--- config.mk ---
export PLATFORM = sky130hd
export DESIGN_NAME = incskip_exec
export DESIGN_NICKNAME = d
export VERILOG_FILES = /design/src/rtl/isk_pkg.sv /design/src/rtl/isk_phase.sv /design/src/rtl/isk_addr.sv /design/src/rtl/isk_skipctl.sv /design/src/rtl/incskip_exec.sv
export SDC_FILE = /design/constraint.sdc
export NUM_CORES = 1
export LEC_CHECK = 0
export CORE_ASPECT_RATIO = 1.4
export CORE_MARGIN = 10
export CORE_UTILIZATION = 35
export DETAILED_ROUTE_END_ITERATION = 8
export PLACE_DENSITY = 0.61
export REMOVE_ABC_BUFFERS = 1
export SYNTH_ARGS = -nofsm -noshare
export SYNTH_HDL_FRONTEND = slang
export SYNTH_SLANG_ARGS = --single-unit
--- constraint.sdc ---
create_clock -name clk -period 3 [get_ports clk]
set_input_delay 0.45 -clock clk [delete_from_list [all_inputs] [get_ports clk]]
set_output_delay 0.45 -clock clk [all_outputs]
set_load 0.1 [all_outputs]
--- src/rtl/isk_pkg.sv ---
package isk_pkg;
  localparam int INSN_W = 16;
  localparam logic [5:0] OPC_SKZ  = 6'b001111;
  localparam logic [5:0] OPC_SKNZ = 6'b010010;
  typedef enum logic [1:0] {PH_Q1 = 2'd0, PH_Q2 = 2'd1, PH_Q3 = 2'd2, PH_Q4 = 2'd3} phase_e;
endpackage

--- src/rtl/isk_phase.sv ---
module isk_phase
  import isk_pkg::*;
(
  input  logic   clk,
  input  logic   rst,
  output phase_e ph
);
  always_ff @(posedge clk) begin
    if (rst) ph <= PH_Q1;
    else     ph <= phase_e'(ph + 2'd1);
  end

  p_step_r1: assert property (@(posedge clk) disable iff (rst)
    1'b1 |=> ph == phase_e'($past(ph) + 2'd1));
endmodule

--- src/rtl/isk_addr.sv ---
module isk_addr #(
  parameter int FW = 8,
  parameter int BW = 4,
  parameter logic [FW-1:0] SPLIT = 8'h60
) (
  input  logic [FW-1:0]    f,
  input  logic             a,
  input  logic             ext_en,
  input  logic [BW-1:0]    bsr,
  output logic [BW+FW-1:0] addr,
  output logic             idx
);
  logic low_half;
  assign low_half = (f < SPLIT);

  always_comb begin
    idx  = 1'b0;
    addr = {{BW{1'b0}}, f};
    if (a) begin
      addr = {bsr, f};
    end else if (low_half) begin
      idx = ext_en;
    end else begin
      addr = {{BW{1'b1}}, f};
    end
  end
endmodule

--- src/rtl/isk_skipctl.sv ---
module isk_skipctl #(
  parameter int MAXS = 2,
  localparam int CW = $clog2(MAXS + 1)
) (
  input  logic clk,
  input  logic rst,
  input  logic load,
  input  logic dbl,
  input  logic consume,
  output logic pending
);
  logic [CW-1:0] cnt;

  always_ff @(posedge clk) begin
    if (rst)                     cnt <= '0;
    else if (load)               cnt <= dbl ? CW'(2) : CW'(1);
    else if (consume && pending) cnt <= cnt - CW'(1);
  end

  assign pending = (cnt != '0);

  p_cnt_max_r7: assert property (@(posedge clk) disable iff (rst)
    cnt <= CW'(MAXS));
  p_consume_r7: assert property (@(posedge clk) disable iff (rst)
    consume |-> pending);
  p_noload_pend_r7: assert property (@(posedge clk) disable iff (rst)
    load |-> !pending);
endmodule

--- src/rtl/incskip_exec.sv ---
module incskip_exec
  import isk_pkg::*;
#(
  parameter int DW = 8,
  parameter int FW = 8,
  parameter int BW = 4,
  parameter logic [FW-1:0] ACC_SPLIT = 8'h60,
  localparam int AW = BW + FW
) (
  input  logic              clk,
  input  logic              rst,
  input  logic              ins_valid,
  output logic              ins_ready,
  input  logic [INSN_W-1:0] ins_word,
  input  logic [BW-1:0]     bsr,
  input  logic              ext_en,
  input  logic              follow_dbl,
  output logic [AW-1:0]     rf_addr,
  output logic              rf_idx,
  output logic              rf_rd,
  input  logic [DW-1:0]     rf_rdata,
  output logic              rf_wr,
  output logic [DW-1:0]     rf_wdata,
  output logic [DW-1:0]     w,
  output logic [1:0]        qph,
  output logic              pc_adv,
  output logic              flush
);
  phase_e            ph;
  logic              took, act, nop, pending;
  logic [INSN_W-1:0] ir;
  logic [DW-1:0]     opnd, res;
  logic              take_word, match, is_nz, dsel, take_skip, consume;

  isk_phase u_phase (.clk(clk), .rst(rst), .ph(ph));

  isk_addr #(.FW(FW), .BW(BW), .SPLIT(ACC_SPLIT)) u_addr (
    .f(ir[FW-1:0]), .a(ir[8]), .ext_en(ext_en), .bsr(bsr),
    .addr(rf_addr), .idx(rf_idx)
  );

  assign ins_ready = (ph == PH_Q1);
  assign take_word = ins_ready && ins_valid;
  assign match     = (ins_word[INSN_W-1 -: 6] == OPC_SKZ) ||
                     (ins_word[INSN_W-1 -: 6] == OPC_SKNZ);
  assign is_nz     = (ir[INSN_W-1 -: 6] == OPC_SKNZ);
  assign dsel      = ir[9];

  always_ff @(posedge clk) begin
    if (rst) begin
      took <= 1'b0;
      act  <= 1'b0;
      nop  <= 1'b0;
      ir   <= '0;
      opnd <= '0;
      res  <= '0;
      w    <= '0;
    end else begin
      if (ph == PH_Q1) begin
        took <= take_word;
        act  <= take_word && match && !pending;
        nop  <= take_word && pending;
        if (take_word) ir <= ins_word;
      end
      if (ph == PH_Q2 && act) opnd <= rf_rdata;
      if (ph == PH_Q3 && act) res  <= opnd + DW'(1);
      if (ph == PH_Q4 && act && !dsel) w <= res;
    end
  end

  assign take_skip = act && (ph == PH_Q4) && (is_nz ? (res != '0) : (res == '0));
  assign consume   = nop && (ph == PH_Q4);

  isk_skipctl #(.MAXS(2)) u_skip (
    .clk(clk), .rst(rst), .load(take_skip), .dbl(follow_dbl),
    .consume(consume), .pending(pending)
  );

  assign rf_rd    = act && (ph == PH_Q2);
  assign rf_wr    = act && (ph == PH_Q4) && dsel;
  assign rf_wdata = res;
  assign pc_adv   = took && (ph == PH_Q4);
  assign flush    = pending;
  assign qph      = ph;

  p_ready_once_r1: assert property (@(posedge clk) disable iff (rst)
    ins_ready |=> !ins_ready);
  p_rd_phase_r4: assert property (@(posedge clk) disable iff (rst)
    rf_rd |-> qph == 2'd1);
  p_wr_phase_r5: assert property (@(posedge clk) disable iff (rst)
    rf_wr |-> qph == 2'd3);
  p_w_hold_r5: assert property (@(posedge clk) disable iff (rst)
    (qph != 2'd3) |=> $stable(w));
  p_flush_quiet_r7: assert property (@(posedge clk) disable iff (rst)
    flush |-> (!rf_rd && !rf_wr));
  p_pc_pulse_r8: assert property (@(posedge clk) disable iff (rst)
    pc_adv |=> !pc_adv);
  p_idle_hold_r10: assert property (@(posedge clk) disable iff (rst)
    (ins_ready && !ins_valid && flush) |=> flush);
endmodule

==> out/results.ini <==
[status]
status = complete, no violations

[global_routing]
grt.total_usage_pct = 10.67
grt_start_max_net_pins = 30
grt_pass1_wl_um = 8217
grt-ovfl-total = 0
first_global_vias = 1762
antenna_found_initial = 0

[final_layout]
layout_common_cells = nand2_1 (53), dfxtp_1 (47), buf_4 (37), clkdlybuf4s50_1 (31), a21oi_1 (30)
fin_area_mm2 = 0.002694
n_antenna_cell = 0
layout_commonest_cell = nand2_1
nNetsFinal = 338
areaGrowthSynthToFinish_pct = 32.74
layout-drive-gt1-share_pct = 16.33

[critical_path]
ff2ff_setup_slack_ns = 1.18
required_ns = 2.55
crit_family = buffers and inverters
cpPeakStageDelay_ns = 0.39
critPathLaunchType = register
r2r_end = u_skip.cnt[0]
cp-startpoint = u_phase.ph[1]
end_kind = primary output
reg2reg_from = rf_wdata[7]
worstPathCellList = inv_1, ha_1, nand2_1, clkinv_1, buf_4
crit_type = reg -> out
cp.arrival_ns = 1.77
cp_num_buf_inv = 3
crit_fanout = 9
cp_slowest_cell = dfxtp_1
r2r_cells = 4

[sta]
max_freq_mhz = 451.2
hold_ws_ns = 0.4586
setup-violations-final = 0
worst_pin_slew_ns = 0.6479
slew_headroom_pct = 56.81
finalCritPeriodShare_pct = 73.88
clock_skew_ns = 0.007776
rsz0062_at_grt = false
timing.final.max_slew_violations = 0
period_minus_slack_ns = 2.217
finalHoldViolCount = 0

[floorplan]
die-area_mm2 = 0.009287
core_area_mm2 = 0.005565
die_h_um = 110.1
ios = 69
fp.dieW_um = 84.36
rows = 32
initial_core_util_pct = 36.47

[pwr]
peakVddDrop_mv = 0.2697
p_leak_nw = 1.157
power_density_mw_per_mm2 = 487.3

[worst_hold_path]
hold_depth = 2
holdCritPathClass = reg -> reg
worstHoldStart = ir[14]
min_to = ir[14]

[route]
drtAntennaViolNets = 0
dr.first_iter.drc_count = 45
routed_wl_um = 5036
vias = 1730
vias_per_cell = 4.701
wl_per_cell_um = 13.68
drc_errors = 0
dr.pass1.iters = 5

[cts]
cts_hold_buffers = 0
postCtsSetupBuffers = 0
clockBufferDepth = 2
clock_latency_ns = 0.30
cts_resized = 0
cts_root_buf = clkbuf_8
clkSinkCount = 47
path_clk_slew_ns = 0.09
htree_levels = 2
cts_tree = yes
numCtsBuffers = 5

[synthesis]
ys_types = 32
syn_inst = 242
ys_ff_latch = 47
syn_area_mm2 = 0.002029
ys_warn_count = 0
yosys-top-cells-area = dfxtp_1 (46%), nand2_1 (9.8%), a21oi_1 (7.4%), mux2i_1 (5.4%), nor2_1 (4.3%)
synth_top_area_share_pct = 46.36
synth_fa_ha_area_share_pct = 3.699
synth-simple-area-share_pct = 21.64
yosys.area_share.xor_xnor_pct = 3.021
synth_compound_area_share_pct = 12.45
synth_top_family_by_area = simple AND/OR/NAND/NOR gates
muxShareOfSynthArea_pct = 5.980
synth-seq-area-share_pct = 46.36
avgSynthCellArea_um2 = 8.386
synth_top_area_cell = dfxtp_1

[placement]
dp_hpwl_um = 3932
placed_area_mm2 = 0.002606
port_buffers = 68
globalplace.congestion = 0.7572

[job]
max_cap_violations = 0

## worst max-delay path by stage
stage                     cells past startpoint           to
final                                         5        rf_rd
after global routing                          5        rf_rd
after CTS                                     5        rf_rd
after detailed placement                      5          act
after global placement                        5          act
after floorplan                               2  rf_addr[10]
## layout make-up
type                            count  area (um2)
Clock inverter                      3       18.77
Sequential cell                    47       940.9
Tap cell                           68       85.08
Clock buffer                        5       68.82
Fill cell                         572        2872
Multi-Input combinational cell    166       949.7
Inverter                           10       37.54
Timing Repair Buffer               69       593.1
## routing by layer
metal  global-route usage, %  up-vias  routed length [um]
met2                   19.61       54                2534
met5                       0        -                   0
li1                        -      905                   -
met3                   3.231        6                 276
met4                   3.184        0                  60
met1                   11.55      765                2165
## cells in the mapped netlist
| master | instances |
|---|---|
| or4_4 | 1 |
| buf_4 | 8 |
| nor2b_1 | 2 |
| nand3_1 | 2 |
| nor4bb_1 | 1 |
| xnor2_1 | 3 |
| buf_1 | 1 |
| clkbuf_1 | 10 |
| a211o_1 | 2 |
| a21oi_2 | 1 |
| a21oi_1 | 30 |
| ha_1 | 6 |
| nor2_1 | 23 |
| nand4_1 | 1 |
| inv_1 | 9 |
| a2111oi_0 | 1 |
| nand4b_1 | 1 |
| or4b_1 | 1 |
| and2_1 | 5 |
| a211oi_1 | 8 |
| clkinv_1 | 1 |
| or2_2 | 1 |
| or4_1 | 1 |
| o211ai_1 | 1 |
| nand2b_1 | 2 |
| and3b_1 | 1 |
| and3_1 | 3 |
| mux2_1 | 1 |
| xor2_1 | 4 |
| dfxtp_1 | 47 |
| nand2_1 | 53 |
| mux2i_1 | 11 |
## state kept, by name, summed over array words and instances (netlist names), 2 cells and up
register / flops
u_phase.ph: 2
opnd: 8
u_skip.cnt: 2
w: 8
rf_wdata: 8
ir: 16
## metrics by stage
| stage | instances | utilization (%) | setup WS, ns | power [mW] | setup TNS, ns |
|---|---|---|---|---|---|
| after floorplan | 223 | - | -0.2143 | 0.8490 | -0.8571 |
| after global placement | 360 | 46.83 | 0.9000 | 0.9464 | 0 |
| after detailed placement | 360 | 46.83 | 0.8831 | 0.9489 | 0 |
| after CTS | 368 | 48.40 | 0.7155 | 1.330 | 0 |
| after global routing | 368 | 48.40 | 0.6007 | 1.372 | 0 |
| final | 368 | 48.40 | 0.7835 | 1.313 | 0 |
## cells by family after synthesis
| logic type | after synthesis |
|---|---|
| AO/OA/AOI/OAI | 43 |
| multiplexers | 12 |
| AND/OR/NAND/NOR | 98 |
| XOR/XNOR | 7 |
| adder cells (fa/ha/maj) | 6 |
| buffers and inverters | 29 |
| flip-flops | 47 |
## worst min-delay path, cell delays in order, from the launching register on
cell and delay (ns):
dfxtp_1 0.32, nand2_1 0.05, a21oi_1 0.05
## report_power, final
| group | internal (mW) | total, mW | switching (mW) | leakage (nW) |
|---|---|---|---|---|
| Combinational | 0.0806 | 0.279 | 0.198 | 0.728 |
| Clock | 0.164 | 0.381 | 0.217 | 0.0483 |
| Sequential | 0.641 | 0.652 | 0.0117 | 0.381 |
Power figures use the tool's default switching activity.
